==> src/rtl/lbk_pkg.sv <==
`timescale 1ns/1ps
package lbk_pkg;

    localparam logic [7:0] CH_START = 8'hFB;
    localparam logic [7:0] CH_TERM  = 8'hFD;
    localparam logic [7:0] CH_IDLE  = 8'h07;
    localparam logic [7:0] CH_PRE   = 8'h55;

    localparam logic [7:0] VERDICT_PASS = 8'h53;
    localparam logic [7:0] VERDICT_FAIL = 8'h46;

    localparam int OFS_CTRL   = 'h0;
    localparam int OFS_RESULT = 'h2;
    localparam int OFS_COUNT  = 'h6;
    localparam int OFS_SIZE   = 'h7;
    localparam int OFS_MATCH  = 'h8;
    localparam int OFS_MISS   = 'h9;
    localparam int OFS_TYPE   = 'hA;

    typedef enum logic [1:0] {
        PAT_INCR  = 2'd0,
        PAT_CONST = 2'd1,
        PAT_RAND  = 2'd2
    } pat_mode_e;

    typedef enum logic [2:0] {
        TX_IDLE  = 3'd0,
        TX_START = 3'd1,
        TX_PAY   = 3'd2,
        TX_TERM  = 3'd3,
        TX_GAP   = 3'd4
    } tx_state_e;

    function automatic pat_mode_e type_to_mode(input logic [7:0] ftype);
        case (ftype)
            8'h03, 8'h09: return PAT_CONST;
            8'h04:        return PAT_RAND;
            default:      return PAT_INCR;
        endcase
    endfunction

    function automatic logic [31:0] lfsr_step(input logic [31:0] s, input logic [31:0] poly);
        return {1'b0, s[31:1]} ^ (s[0] ? poly : 32'h0);
    endfunction

endpackage

==> src/rtl/lbk_pattern.sv <==
`timescale 1ns/1ps
module lbk_pattern #(
    parameter logic [7:0]  CONST_BYTE = 8'hA5,
    parameter logic [31:0] SEED       = 32'hACE1_2468,
    parameter logic [31:0] POLY       = 32'hA300_0000
) (
    input  logic               clk,
    input  logic               rst_n,
    input  logic               restart,
    input  logic               advance,
    input  lbk_pkg::pat_mode_e mode,
    output logic [63:0]        word
);
    import lbk_pkg::*;

    typedef struct packed {
        logic [7:0]  base;
        logic [31:0] lfsr;
    } pat_s;

    pat_s q, d;

    always_comb begin
        d = q;
        if (restart) begin
            d.base = 8'h00;
            d.lfsr = SEED;
        end else if (advance) begin
            d.base = q.base + 8'd8;
            d.lfsr = lfsr_step(q.lfsr, POLY);
        end
    end

    always_ff @(posedge clk) begin
        if (!rst_n) begin
            q.base <= 8'h00;
            q.lfsr <= SEED;
        end else begin
            q <= d;
        end
    end

    for (genvar j = 0; j < 8; j++) begin : g_lane
        logic [7:0] rnd_byte;
        logic [7:0] lane_byte;
        if (j < 4) begin : g_lo
            assign rnd_byte = q.lfsr[8*j +: 8];
        end else begin : g_hi
            assign rnd_byte = ~q.lfsr[8*(j-4) +: 8];
        end
        assign lane_byte = (mode == PAT_CONST) ? CONST_BYTE :
                           (mode == PAT_RAND)  ? rnd_byte   :
                                                 q.base + 8'(j);
        assign word[8*j +: 8] = lane_byte;
    end

endmodule

==> src/rtl/lbk_tx_seq.sv <==
`timescale 1ns/1ps
module lbk_tx_seq #(
    parameter int          CNT_W      = 16,
    parameter int          IFG        = 2,
    parameter logic [7:0]  CONST_BYTE = 8'hA5,
    parameter logic [31:0] SEED       = 32'hACE1_2468,
    parameter logic [31:0] POLY       = 32'hA300_0000
) (
    input  logic               clk,
    input  logic               rst_n,
    input  logic               go,
    input  logic               run,
    input  logic [CNT_W-1:0]   frames,
    input  logic [CNT_W-1:0]   size,
    input  lbk_pkg::pat_mode_e mode,
    output logic [63:0]        txd,
    output logic [7:0]         txc
);
    import lbk_pkg::*;

    localparam int GAP_W = (IFG > 1) ? $clog2(IFG) : 1;

    typedef struct packed {
        tx_state_e        st;
        logic [CNT_W-1:0] rem;
        logic [CNT_W-1:0] sent;
        logic [GAP_W-1:0] gap;
        logic [63:0]      txd;
        logic [7:0]       txc;
    } tx_s;

    tx_s         q, d;
    logic        pat_restart;
    logic        pat_adv;
    logic        frame_end;
    logic [63:0] pat_word;

    lbk_pattern #(.CONST_BYTE(CONST_BYTE), .SEED(SEED), .POLY(POLY)) u_pat (
        .clk     (clk),
        .rst_n   (rst_n),
        .restart (pat_restart),
        .advance (pat_adv),
        .mode    (mode),
        .word    (pat_word)
    );

    always_comb begin
        d           = q;
        pat_restart = 1'b0;
        pat_adv     = 1'b0;
        frame_end   = 1'b0;
        d.txd       = {8{CH_IDLE}};
        d.txc       = 8'hFF;
        case (q.st)
            TX_IDLE: begin
                if (go && frames != '0) begin
                    d.st   = TX_START;
                    d.sent = '0;
                end
            end
            TX_START: begin
                d.txd       = {{7{CH_PRE}}, CH_START};
                d.txc       = 8'h01;
                pat_restart = 1'b1;
                d.rem       = size;
                d.st        = TX_PAY;
            end
            TX_PAY: begin
                pat_adv = 1'b1;
                for (int j = 0; j < 8; j++) begin
                    if (int'(q.rem) > j) begin
                        d.txd[8*j +: 8] = pat_word[8*j +: 8];
                        d.txc[j]        = 1'b0;
                    end else if (int'(q.rem) == j) begin
                        d.txd[8*j +: 8] = CH_TERM;
                    end
                end
                if (q.rem > CNT_W'(8)) begin
                    d.rem = q.rem - CNT_W'(8);
                end else if (q.rem == CNT_W'(8)) begin
                    d.st = TX_TERM;
                end else begin
                    frame_end = 1'b1;
                end
            end
            TX_TERM: begin
                d.txd[7:0] = CH_TERM;
                frame_end  = 1'b1;
            end
            TX_GAP: begin
                if (q.gap == '0) d.st  = TX_START;
                else             d.gap = q.gap - GAP_W'(1);
            end
            default: d.st = TX_IDLE;
        endcase
        if (frame_end) begin
            if (q.sent + CNT_W'(1) == frames) begin
                d.st   = TX_IDLE;
                d.sent = '0;
            end else begin
                d.sent = q.sent + CNT_W'(1);
                d.st   = TX_GAP;
                d.gap  = GAP_W'(IFG - 1);
            end
        end
        if (!run && !go) begin
            d.st   = TX_IDLE;
            d.sent = '0;
            d.txd  = {8{CH_IDLE}};
            d.txc  = 8'hFF;
        end
    end

    always_ff @(posedge clk) begin
        if (!rst_n) begin
            q.st   <= TX_IDLE;
            q.rem  <= '0;
            q.sent <= '0;
            q.gap  <= '0;
            q.txd  <= {8{CH_IDLE}};
            q.txc  <= 8'hFF;
        end else begin
            q <= d;
        end
    end

    assign txd = q.txd;
    assign txc = q.txc;

endmodule

==> src/rtl/lbk_rx_check.sv <==
`timescale 1ns/1ps
module lbk_rx_check #(
    parameter int          CNT_W      = 16,
    parameter logic [7:0]  CONST_BYTE = 8'hA5,
    parameter logic [31:0] SEED       = 32'hACE1_2468,
    parameter logic [31:0] POLY       = 32'hA300_0000
) (
    input  logic               clk,
    input  logic               rst_n,
    input  logic               en,
    input  logic [CNT_W-1:0]   size,
    input  lbk_pkg::pat_mode_e mode,
    input  logic [63:0]        rxd,
    input  logic [7:0]         rxc,
    output logic               done,
    output logic               ok
);
    import lbk_pkg::*;

    localparam int LEN_W = CNT_W + 1;

    typedef struct packed {
        logic             in_frame;
        logic [LEN_W-1:0] len;
        logic             bad;
        logic             done;
        logic             ok;
    } rx_s;

    rx_s         q, d;
    logic        pat_restart;
    logic        pat_adv;
    logic [63:0] exp_word;
    logic        found;
    logic [2:0]  pos;
    logic        mism;

    lbk_pattern #(.CONST_BYTE(CONST_BYTE), .SEED(SEED), .POLY(POLY)) u_pat (
        .clk     (clk),
        .rst_n   (rst_n),
        .restart (pat_restart),
        .advance (pat_adv),
        .mode    (mode),
        .word    (exp_word)
    );

    always_comb begin
        found = 1'b0;
        pos   = 3'd0;
        for (int j = 7; j >= 0; j--) begin
            if (rxc[j]) begin
                found = 1'b1;
                pos   = 3'(j);
            end
        end
        mism = 1'b0;
        for (int j = 0; j < 8; j++) begin
            if ((!found || 3'(j) < pos) && rxd[8*j +: 8] != exp_word[8*j +: 8]) begin
                mism = 1'b1;
            end
        end
    end

    always_comb begin
        d           = q;
        d.done      = 1'b0;
        d.ok        = 1'b0;
        pat_restart = 1'b0;
        pat_adv     = 1'b0;
        if (!en) begin
            d.in_frame = 1'b0;
        end else if (!q.in_frame) begin
            if (rxc[0] && rxd[7:0] == CH_START) begin
                d.in_frame  = 1'b1;
                d.len       = '0;
                d.bad       = 1'b0;
                pat_restart = 1'b1;
            end
        end else begin
            pat_adv = 1'b1;
            if (found) begin
                d.done     = 1'b1;
                d.ok       = !q.bad && !mism && (rxd[{pos, 3'b000} +: 8] == CH_TERM) &&
                             (q.len + LEN_W'(pos) == LEN_W'(size));
                d.in_frame = 1'b0;
            end else begin
                d.len = q.len + LEN_W'(8);
                d.bad = q.bad | mism;
            end
        end
    end

    always_ff @(posedge clk) begin
        if (!rst_n) begin
            q <= '0;
        end else begin
            q <= d;
        end
    end

    assign done = q.done;
    assign ok   = q.ok;

endmodule

==> src/rtl/lbk_traffic_engine.sv <==
`timescale 1ns/1ps
module lbk_traffic_engine #(
    parameter int          DW         = 32,
    parameter int          AW         = 4,
    parameter int          CNT_W      = 16,
    parameter int          IFG        = 2,
    parameter int          TIMEOUT    = 1024,
    parameter logic [7:0]  CONST_BYTE = 8'hA5,
    parameter logic [31:0] SEED       = 32'hACE1_2468,
    parameter logic [31:0] POLY       = 32'hA300_0000
) (
    input  logic          clk,
    input  logic          rst_n,
    input  logic [AW-1:0] reg_addr,
    input  logic [DW-1:0] reg_wdata,
    input  logic          reg_we,
    input  logic          reg_re,
    output logic [DW-1:0] reg_rdata,
    output logic [63:0]   tx_data,
    output logic [7:0]    tx_ctrl,
    input  logic [63:0]   rx_data,
    input  logic [7:0]    rx_ctrl
);
    import lbk_pkg::*;

    localparam int TO_W = $clog2(TIMEOUT);

    typedef struct packed {
        logic             busy;
        logic [7:0]       result;
        logic [CNT_W-1:0] frames;
        logic [CNT_W-1:0] size;
        logic [7:0]       ftype;
        logic [CNT_W-1:0] match;
        logic [CNT_W-1:0] miss;
        logic [TO_W-1:0]  tocnt;
        logic [DW-1:0]    rdata;
    } eng_s;

    eng_s      q, d;
    logic      start_fire;
    logic      rx_done;
    logic      rx_ok;
    pat_mode_e mode;

    // plain views of the run state for the bound checker
    logic             busy_w;
    logic [7:0]       result_w;
    logic [CNT_W-1:0] frames_w;
    logic [CNT_W-1:0] size_w;
    logic [7:0]       ftype_w;
    logic [CNT_W-1:0] match_w;
    logic [CNT_W-1:0] miss_w;

    assign mode = type_to_mode(q.ftype);

    lbk_tx_seq #(
        .CNT_W(CNT_W), .IFG(IFG), .CONST_BYTE(CONST_BYTE), .SEED(SEED), .POLY(POLY)
    ) u_tx (
        .clk    (clk),
        .rst_n  (rst_n),
        .go     (start_fire),
        .run    (q.busy),
        .frames (q.frames),
        .size   (q.size),
        .mode   (mode),
        .txd    (tx_data),
        .txc    (tx_ctrl)
    );

    lbk_rx_check #(
        .CNT_W(CNT_W), .CONST_BYTE(CONST_BYTE), .SEED(SEED), .POLY(POLY)
    ) u_rx (
        .clk   (clk),
        .rst_n (rst_n),
        .en    (q.busy),
        .size  (q.size),
        .mode  (mode),
        .rxd   (rx_data),
        .rxc   (rx_ctrl),
        .done  (rx_done),
        .ok    (rx_ok)
    );

    always_comb begin
        d          = q;
        start_fire = reg_we && (reg_addr == AW'(OFS_CTRL)) &&
                     (reg_wdata == DW'(1)) && !q.busy;

        if (reg_we && !q.busy) begin
            if (reg_addr == AW'(OFS_COUNT)) d.frames = reg_wdata[CNT_W-1:0];
            if (reg_addr == AW'(OFS_SIZE))  d.size   = reg_wdata[CNT_W-1:0];
            if (reg_addr == AW'(OFS_TYPE))  d.ftype  = reg_wdata[7:0];
        end

        if (start_fire) begin
            d.busy   = 1'b1;
            d.result = 8'h00;
            d.match  = '0;
            d.miss   = '0;
            d.tocnt  = '0;
        end else if (q.busy) begin
            if ({1'b0, q.match} + {1'b0, q.miss} == {1'b0, q.frames}) begin
                d.busy   = 1'b0;
                d.result = (q.miss == '0) ? VERDICT_PASS : VERDICT_FAIL;
            end else if (q.tocnt == TO_W'(TIMEOUT - 1)) begin
                d.busy   = 1'b0;
                d.result = VERDICT_FAIL;
            end else begin
                if (rx_done) begin
                    if (rx_ok) d.match = q.match + CNT_W'(1);
                    else       d.miss  = q.miss + CNT_W'(1);
                end
                d.tocnt = (rx_ctrl != 8'hFF) ? '0 : q.tocnt + TO_W'(1);
            end
        end

        d.rdata = '0;
        if (reg_re) begin
            case (int'(reg_addr))
                OFS_CTRL:   d.rdata = DW'(q.busy);
                OFS_RESULT: d.rdata = DW'(q.result);
                OFS_COUNT:  d.rdata = DW'(q.frames);
                OFS_SIZE:   d.rdata = DW'(q.size);
                OFS_MATCH:  d.rdata = DW'(q.match);
                OFS_MISS:   d.rdata = DW'(q.miss);
                OFS_TYPE:   d.rdata = DW'(q.ftype);
                default:    d.rdata = '0;
            endcase
        end
    end

    always_ff @(posedge clk) begin
        if (!rst_n) begin
            q       <= '0;
            q.ftype <= 8'h01;
        end else begin
            q <= d;
        end
    end

    assign reg_rdata = q.rdata;
    assign busy_w    = q.busy;
    assign result_w  = q.result;
    assign frames_w  = q.frames;
    assign size_w    = q.size;
    assign ftype_w   = q.ftype;
    assign match_w   = q.match;
    assign miss_w    = q.miss;

endmodule

==> config.mk <==
export PLATFORM = sky130hd
export DESIGN_NAME = lbk_traffic_engine
export DESIGN_NICKNAME = d
export VERILOG_FILES = /design/src/rtl/lbk_pkg.sv /design/src/rtl/lbk_pattern.sv /design/src/rtl/lbk_tx_seq.sv /design/src/rtl/lbk_rx_check.sv /design/src/rtl/lbk_traffic_engine.sv
export SDC_FILE = /design/constraint.sdc
export NUM_CORES = 1
export LEC_CHECK = 0
export ABC_CLOCK_PERIOD_IN_PS = 3600
export CORE_ASPECT_RATIO = 1.75
export CORE_MARGIN = 8
export CORE_UTILIZATION = 30
export CTS_CLUSTER_DIAMETER = 40
export DETAILED_ROUTE_END_ITERATION = 8
export DONT_BUFFER_PORTS = 1
export PLACE_DENSITY_LB_ADDON = 0.3
export SKIP_LAST_GASP = 1
export SLEW_MARGIN = 20
export SYNTH_ARGS = -nofsm -noshare
export SYNTH_HDL_FRONTEND = slang
export SYNTH_HIERARCHICAL = 1
export SYNTH_SLANG_ARGS = --single-unit
==> constraint.sdc <==
create_clock -name clk -period 3.6 [get_ports clk]
set_input_delay 0.72 -clock clk [delete_from_list [all_inputs] [get_ports clk]]
set_output_delay 0.72 -clock clk [all_outputs]
set_load 0.05 [all_outputs]
# Yosys cells after proc, flatten, opt, wreduce, memory -nomap -nowiden
# Cells that the tools add are included.
# Widths: inputs -> output; s select.
# word_totals
reg_bits	332
input_bits	112
output_inout_bits	104
word_cells	313
# op_classes
n_addsub	25
order_cmp	17
n_eq_ne	46
shift	1
n_mux	124
bitwise	15
reduce_logical	61
# op_table
op	count
$mux 8	48
$pmux 16 s7	1
$pmux 56 s2	1
$eq 16x4->1 const B	5
$add 8x3->8 const B	8
$gt 16x3->1 const B	4
$mux 16	4
$mux 32	2
$ne 8x8->1	8
$not 8->8	8
$shiftx 64x7->8	1
$xor 31x32->32	2
$add 16x1->16 const B	3
$mux 3	14
$mux 19	2
$mux 1	37
$mux 9	4
$eq 17x16->1	2
$add 8x2->8 const B	4
$eq 16x3->1 const B	2
$eq 32x1->1 const B	1
$gt 16x1->1 const B	2
$gt 16x2->1 const B	2
$logic_not 16->1	2
other kinds (58)	122

# Logic depth before layout (Yosys ltp)
# Gate-level depths: netlist (run 1).
# logic_depth
word_depth	24
depth_mapped	14

# By module
# The synthesis (run 1) kept the hierarchy.
# by_module_without_submodules
module	n_inst	cells_per_inst	area_per_inst_um2	seq_area_each_um2
lbk_traffic_engine	1	763	6208.5	2042.0
lbk_tx_seq	1	622	5323.9	2162.1
lbk_pattern	2	218	2140.8	740.7
lbk_rx_check	1	286	2233.4	360.3

# Worst setup path before layout (run 1)
# OpenSTA, ideal clock, no wires.
# synth_timing
path_type	flip-flop to flip-flop
startpoint	register q, in the netlist ftype_w[7]
endpoint	register u_rx.q, in the netlist u_rx/ok
arrival_time_ns	3.101
setup_slack_ns	0.439
path_stages_with_launch	15
n_path_buf	3
period_less_slack_ns	3.161
path_cell_list	dfxtp_1 or4_1 nor4b_1 buf_6 nand2b_4 buf_6 buf_2 nor2_1 xor2_1 nor4_1 a21oi_1 nor3_1 o221ai_1 a21oi_1 o2111a_1
# synth_via
elab_cells_between_ends	51
# synth_rtl
item	line	source
start: declaration	lbk_traffic_engine.sv:40	eng_s q, d;
$eq 8x2->1 / $eq 8x4->1 (equally long branches)	lbk_pkg.sv:35	case (ftype)
$reduce_or 2->1	lbk_pkg.sv:35	
$pmux 2 s2 (*)	lbk_pkg.sv:35	
named net mode[0]	lbk_traffic_engine.sv:44	pat_mode_e mode;
$eq 2x2->1	lbk_pattern.sv:52	(mode == PAT_RAND) ? rnd_byte :
$mux 8	lbk_pattern.sv:52	
$mux 8 (*)	lbk_pattern.sv:51	assign lane_byte = (mode == PAT_CONST) ? CONST_BYTE :
named net u_rx.exp_word[41]	lbk_rx_check.sv:33	logic [63:0] exp_word;
$ne 8x8->1 (*)	lbk_rx_check.sv:58	if ((!found || 3'(j) < pos) && rxd[8*j +: 8] != exp_word[8*j +: 8]) begin
$logic_and 1x1->1 (*)	lbk_rx_check.sv:58	
$mux 1 (*) (3 in series)	lbk_rx_check.sv:58	
$logic_not 1->1 (*)	lbk_rx_check.sv:83	d.ok = !q.bad && !mism && (rxd[{pos, 3'b000} +: 8] == CH_TERM) &&
$logic_and 1x1->1 (*) (3 in series)	lbk_rx_check.sv:83	
end signal: assignment	lbk_rx_check.sv:95	q <= '0;
end signal: assignment	lbk_rx_check.sv:97	q <= d;
end: declaration	lbk_rx_check.sv:30	rx_s q, d;
# Mark *: on every way through the listed nets, which the timed path passes. The rest lies on a longest branch.
# A chain may end at the register's enable or synchronous reset.

# Worst setup path after layout (run 1)
# layout_timing
startpoint	register q, in the netlist ftype_w[7]
endpoint	register u_rx.q, in the netlist u_rx/ok
# layout_via
elab_cells_between_ends	51
# layout_rtl
item	line
$eq 8x2->1 / $eq 8x4->1 (equally long branches)	lbk_pkg.sv:35
$reduce_or 2->1	lbk_pkg.sv:35
$pmux 2 s2 (*)	lbk_pkg.sv:35
named net mode[0]	lbk_traffic_engine.sv:44
$eq 2x2->1	lbk_pattern.sv:52
$mux 8	lbk_pattern.sv:52
$mux 8 (*)	lbk_pattern.sv:51
named net u_rx.exp_word[51]	lbk_rx_check.sv:33
$ne 8x8->1 (*)	lbk_rx_check.sv:58
$logic_and 1x1->1 (*)	lbk_rx_check.sv:58
$mux 1 (*) (2 in series)	lbk_rx_check.sv:58
$logic_not 1->1 (*)	lbk_rx_check.sv:83
$logic_and 1x1->1 (*) (3 in series)	lbk_rx_check.sv:83
# Marked as above.

==> results.toml, run 1 <==
[status]
status = "complete, no violations"

[floorplan]
core_um2 = 59900
die-area_um2 = 68600
die_y_um = 340
initial_core_util = 0.302
fp-row-count = 119
io_pins = 216
die_width_um = 201

[clocking]
path_clk_slew_ns = 0.06
htree_levels = 2
cts_buffers = 41
clock_latency_ns = 0.58
clockRootBuffer = "clkbuf_16"
cts_tree = "built"
cts_sinks = 302
post_cts_buffers = 0
cts_max_path_buffers = 3

[logic_synthesis]
synth-edff-count = 0
yosys.cell_types.count = 106
syn_inst = 2107
synth.yosys.seq_area_share = 0.335
netlist_area_um2 = 18000
ys.flop_type = "dfxtp_1"
synth-seq-cells = 302
ys_top_cells_by_area = "dfxtp_1 33%, nand2_1 4.9%, buf_4 4.7%"
avgSynthCellArea_um2 = 8.57
ys_warn_count = 6
async_flop_share = 0
netlist.area_leader.share = 0.335
synth.largest_area_cell = "dfxtp_1"

[detailed_routing]
drt-vias-per-instance = 5.48
drt_iter0_drc = 952
wl_per_cell_um = 22.3
postRouteAntennaNets = 0
vias = 15500
totalWireLength_mm = 62.9
drtPass1Iterations = 6
route.detailed.drc = 0

[global_route]
grt_pass1_wl_mm = 95.1
grt_max_degree = 83
grt.total_usage = 0.176
antenna_found_initial = 3
gr-total-overflow = 0
grt_pass1_vias = 15800

[layout]
num-fill-cells = 6330
layout_commonest_cell = "dfxtp_1"
mostFrequentLayoutCells = "302 x dfxtp_1, 234 x nand2_1, 169 x nor2_1"
synthToLayoutAreaGrowth_pct = 8.86
fin_nets = 2140
drive_gt1_frac = 0.116
finalInstanceArea_um2 = 19600

[placement]
port_buffers = 0
gp_congestion = 0.913
dp_hpwl_mm = 48.6
place_area_um2 = 18200

[timing]
skew_ns = 0.0363
tightest_slew_ns = 0.969
max_slew_margin = 0.354
report.final.setup_viol = 0
min_period_over_period = 0.948
worst_hold_slack_ns = 0.273
max_freq_mhz = 293
rsz0062_at_grt = "no"
min_period_ns = 3.41
setup_tns_ns = 0
drv_slew = 0
hold_viol = 0

[critical_path]
reg2regPathDepth = 12
end_kind = "flop"
cp-start-kind = "flop"
cp.required_ns = 4.10
critPathKind = "flop to flop"
crit_path_start = "ftype_w[7]$_SDFFE_PN0P_"
worstReg2RegStart = "ftype_w[7]$_SDFFE_PN0P_"
critPathMaxFanout = 19
cp_data_arrival_time_ns = 3.91

[min_path]
hold_depth = 1
hp-class = "input port to flop"
hold_path_startpoint = "rst_n"

[run]
drv_cap = 0

[power]
p_leak_uw = 0.00694
power_density_nw_per_um2 = 403
ir_drop_mv = 0.335
==> kinds of logic after synthesis <==
family	Yosys count	share of synthesized area
AOI/OAI and AO/OA	495	0.210
buffers and inverters	266	0.0894
xor gates and xnor gates	157	0.0812
muxes	77	0.0427
and+or+nand+nor	780	0.221
other	2	0.000416
adders and majority gates	28	0.0198
DFF	302	0.335
==> worst max-delay path: stages, from the launching register on <==
cell and delay, ns:
dfxtp_1 0.32, or4_1 0.60, nor4b_2 0.33, buf_6 0.22, xnor2_4 0.28, buf_4 0.26, o2bb2ai_1 0.14, xnor2_1 0.13
nand4_1 0.09, o21ai_0 0.34, o221ai_1 0.17, a21oi_1 0.25, o2111a_1 0.21
==> synthesized netlist by cell type (all sizes together), types with 21 or more instances <==
library cell	count
nor2b	21
nand2b	24
nand2	235
o2bb2ai	26
mux2i	77
nor4	33
clkbuf	64
o21ai	72
o21a	28
nor2	171
a31oi	22
and3	32
xnor2	98
or3	23
nand4	46
a21oi	93
dfxtp	302
and2	22
a22o	27
inv	32
buf	169
nor3	41
xor2	58
nand3	61
ha	27
a21boi	44
==> state kept, by name, indices dropped and copies added (netlist names), 10 cells and up <==
name                        flops
frames_w                       16
match_w                        16
miss_w                         16
q                              10
reg_rdata                      16
size_w                         16
u_rx/q                         16
u_rx/u_pat/g_lane.rnd_byte     32
u_tx/q                         36
u_tx/txd                       64
u_tx/u_pat/g_lane.rnd_byte     32
==> final timing paths <==
| check | end | slack (ns) |
|---|---|---|
| worst min-delay path | ftype_w[0]$_SDFFE_PN1P_ | 0.27 |
| worst max-delay path | u_rx/ok$_SDFF_PN0_ | 0.19 |
| worst min register to register | ftype_w[4]$_SDFFE_PN0P_ | 0.49 |
| worst max register to register | u_rx/ok$_SDFF_PN0_ | 0.19 |
==> final cells by class <==
class	count	area (µm²)	area share
clock buffer	46	1100	0.0558
sequential	302	6050	0.308
tap	786	983	0.0501
multi-input combinational	1555	10500	0.533
clock inverter	29	345	0.0176
antenna	4	10.0	0.000509
inverter	33	124	0.00630
timing repair buffer	67	561	0.0285
==> metal layers <==
| layer | routed length, µm | vias to the layer above | share of wire | global-route usage |
|---|---|---|---|---|
| met2 | 32500 | 593 | 0.52 | 0.329 |
| met1 | 22300 | 7431 | 0.35 | 0.174 |
| met3 | 4500 | 172 | 0.072 | 0.0455 |
| met4 | 3640 | 2 | 0.058 | 0.0954 |
| met5 | 16 | - | 0.00025 | 0 |
| li1 | - | 7269 | - | - |
==> power by group <==
group	internal [µW]	switching, µW	total, µW	leakage (µW)
clock network	2490	1760	4250	0.000680
registers	3350	14.9	3360	0.00243
logic	112	195	307	0.00383
total	5950	1970	7920	0.00694
==> what timing repair did <==
item / 4_1_cts / 5_1_grt
setup endpoints to repair: 0 / 2
endpoints found under the hold margin: 0 / 0
hold buffers: 0 / 0
resized for setup: 0 / 3
==> metrics by stage <==
stage | power (µW) | instances | setup slack [ns] | util
after CTS | 8020 | 2817 | 0.131 | 0.328
after global routing | 8180 | 2818 | 0.00133 | 0.328
final | 7920 | 2822 | 0.187 | 0.328
after floorplan | 3710 | 2122 | 0.439 | -
after detailed placement | 3740 | 2742 | 0.180 | 0.304
after global placement | 3740 | 2742 | 0.256 | 0.304
Power figures use the tool's default switching activity.
==> run 2: changes to the inputs <==
--- a/config.mk
+++ b/config.mk
@@ -5,7 +5,7 @@
 export SDC_FILE = /design/constraint.sdc
 export NUM_CORES = 1
 export LEC_CHECK = 0
-export ABC_CLOCK_PERIOD_IN_PS = 3600
+export ABC_CLOCK_PERIOD_IN_PS = 3430
 export CORE_ASPECT_RATIO = 1.75
 export CORE_MARGIN = 8
 export CORE_UTILIZATION = 30
==> constraint.sdc (replaced) <==
create_clock -name clk -period 3.43 [get_ports clk]
set_input_delay 0.686 -clock clk [delete_from_list [all_inputs] [get_ports clk]]
set_output_delay 0.686 -clock clk [all_outputs]
set_load 0.05 [all_outputs]
==> results.toml, run 2 (synthesis results as in run 1) <==
[critical_path]
end_kind = "flop"
crit_buf_inv = 2
cp-start-kind = "flop"
cp_data_arrival_time_ns = 3.87
cp_slowest_cell = "or4_4"
slowest_delay_ns = 0.56
critPathKind = "flop to flop"
path_delay_family = "simple AND/OR/NAND/NOR gates"
cp_cell_sequence = "or4_4 -> nor4b_4 -> buf_6 -> xor2_4 -> buf_4 -> o22a_1 -> xnor2_1 -> nand4_1 -> nor2_1 -> o221ai_1 -> a21oi_2 -> o2111a_1"
critPathMaxFanout = 8
cp.required_ns = 3.93

[power]
ir_drop_mv = 0.329
finalPower_uw = 8440
p_leak_uw = 0.00718
power_density_nw_per_um2 = 421

[floorplan]
fp-row-count = 119
die_width_um = 201
io_pins = 216
core_um2 = 59900
initial_core_util = 0.302
die-area_um2 = 68600
die_y_um = 340

[layout]
synthToLayoutAreaGrowth_pct = 10.9
largest_registers = "u_tx/txd (64), u_tx/q (36)"
top_register = "u_tx/txd"
fin_nets = 2175
largest_reg_flops = 64
num-fill-cells = 6350
drive_gt1_frac = 0.135
layout_commonest_cell = "dfxtp_1"
mostFrequentLayoutCells = "302 x dfxtp_1, 234 x nand2_1, 169 x nor2_1"
utilization = 0.334

[detailed_routing]
vias = 15600
wl_per_cell_um = 22.6
drtPass1Iterations = 5
route.detailed.drc = 0
drt-vias-per-instance = 5.48
drt_iter0_drc = 910
postRouteAntennaNets = 0
totalWireLength_mm = 64.5

[placement]
dp_hpwl_mm = 50.1
gp_congestion = 0.928
port_buffers = 0

[timing]
tightest_slew_ns = 0.963
skew_ns = 0.0160
min_period_over_period = 0.982
report.final.setup_viol = 0
drv_slew = 0
rsz0062_at_grt = "yes"
min_period_ns = 3.37
max_slew_margin = 0.358
max_freq_mhz = 297
hold_viol = 0

[status]
status = "complete, no violations"

[global_route]
gr-total-overflow = 0
grt_pass1_wl_mm = 96.3
grt_pass1_vias = 15600
antenna_found_initial = 5
grt_max_degree = 83
grt.total_usage = 0.178

[clocking]
clock_latency_ns = 0.56
clockRootBuffer = "clkbuf_16"
cts_buffers = 39
htree_levels = 2
cts_tree = "built"
path_clk_slew_ns = 0.06
cts_sinks = 302
cts_max_path_buffers = 3

[run]
drv_cap = 0

[min_path]
hp-class = "input port to flop"
[run 2: cell count changes in the layout (fill, tap and decap cells not counted), sizes merged]
| cell | before | now |
|---|---|---|
| buf | 67 | 103 |
| clkinvlp | 8 | 3 |
| bufinv | 3 | 6 |
| diode | 4 | 1 |
| clkinv | 9 | 7 |
| a21boi | 44 | 45 |
| clkbuf | 46 | 47 |
[run 2: area by class of cell]
| class | count | area [µm²] | share of cell area |
|---|---|---|---|
| well taps | 786 | 983 | 0.0491 |
| clock inverters | 25 | 359 | 0.0179 |
| flip-flops and latches | 302 | 6050 | 0.302 |
| repair buffers | 103 | 836 | 0.0418 |
| inverters | 33 | 124 | 0.00619 |
| multi-input cells | 1556 | 10600 | 0.528 |
| clock buffers | 47 | 1090 | 0.0544 |
| diodes | 1 | 2.50 | 0.000125 |
[run 2: repair_timing]
item,4_1_cts,5_1_grt
hold buffers,0,0
cloned,0,3
pin swaps,0,10
resized for setup,5,17
setup endpoints to repair,2,42
setup buffers,3,8
[run 2: power by group]
part / switching [µW] / total (µW) / internal, µW / leakage [µW]
combinational: 217 / 352 / 135 / 0.00404
clock: 1780 / 4560 / 2780 / 0.000702
sequential: 15.0 / 3530 / 3510 / 0.00243
total: 2010 / 8440 / 6430 / 0.00718
[run 2: stage by stage]
stage	instances	setup slack, ns	hold slack, ns	cell area [µm²]	setup TNS [ns]
6_report	2853	0.0629	0.234	20000	0
3_3_place_gp	2766	-0.00423	0.474	18300	-0.00423
3_5_place_dp	2766	-0.0718	0.486	18300	-0.103
4_1_cts	2841	0.0103	0.213	19800	0
2_1_floorplan	2122	0.269	0.450	18100	0
5_1_grt	2852	-0.0362	0.208	20000	-0.114
[run 2: worst paths after layout]
path                           start                      end  slack [ns]  cells past startpoint
max          ftype_w[4]$_SDFFE_PN0P_       u_rx/ok$_SDFF_PN0_        0.06                     12
min                            rst_n  ftype_w[0]$_SDFFE_PN1P_        0.23                      1
max reg2reg  ftype_w[4]$_SDFFE_PN0P_       u_rx/ok$_SDFF_PN0_        0.06                     12
min reg2reg  ftype_w[4]$_SDFFE_PN0P_  ftype_w[4]$_SDFFE_PN0P_        0.50                      2
[run 2: worst register-to-register path: stages, from the launching register on]
cell and delay (ns):
dfxtp_1 0.33, or4_4 0.56, nor4b_4 0.32, buf_6 0.21, xor2_4 0.32, buf_4 0.22, o22a_1 0.19, xnor2_1 0.13
nand4_1 0.10, nor2_1 0.33, o221ai_1 0.23, a21oi_2 0.20, o2111a_1 0.19
[run 2: routing by layer]
layer	track usage	up-vias	wire (µm)
li1	-	7323	-
met1	0.175	7591	22500
met2	0.336	568	33900
met3	0.0420	155	4320
met4	0.101	2	3740
met5	0	-	12
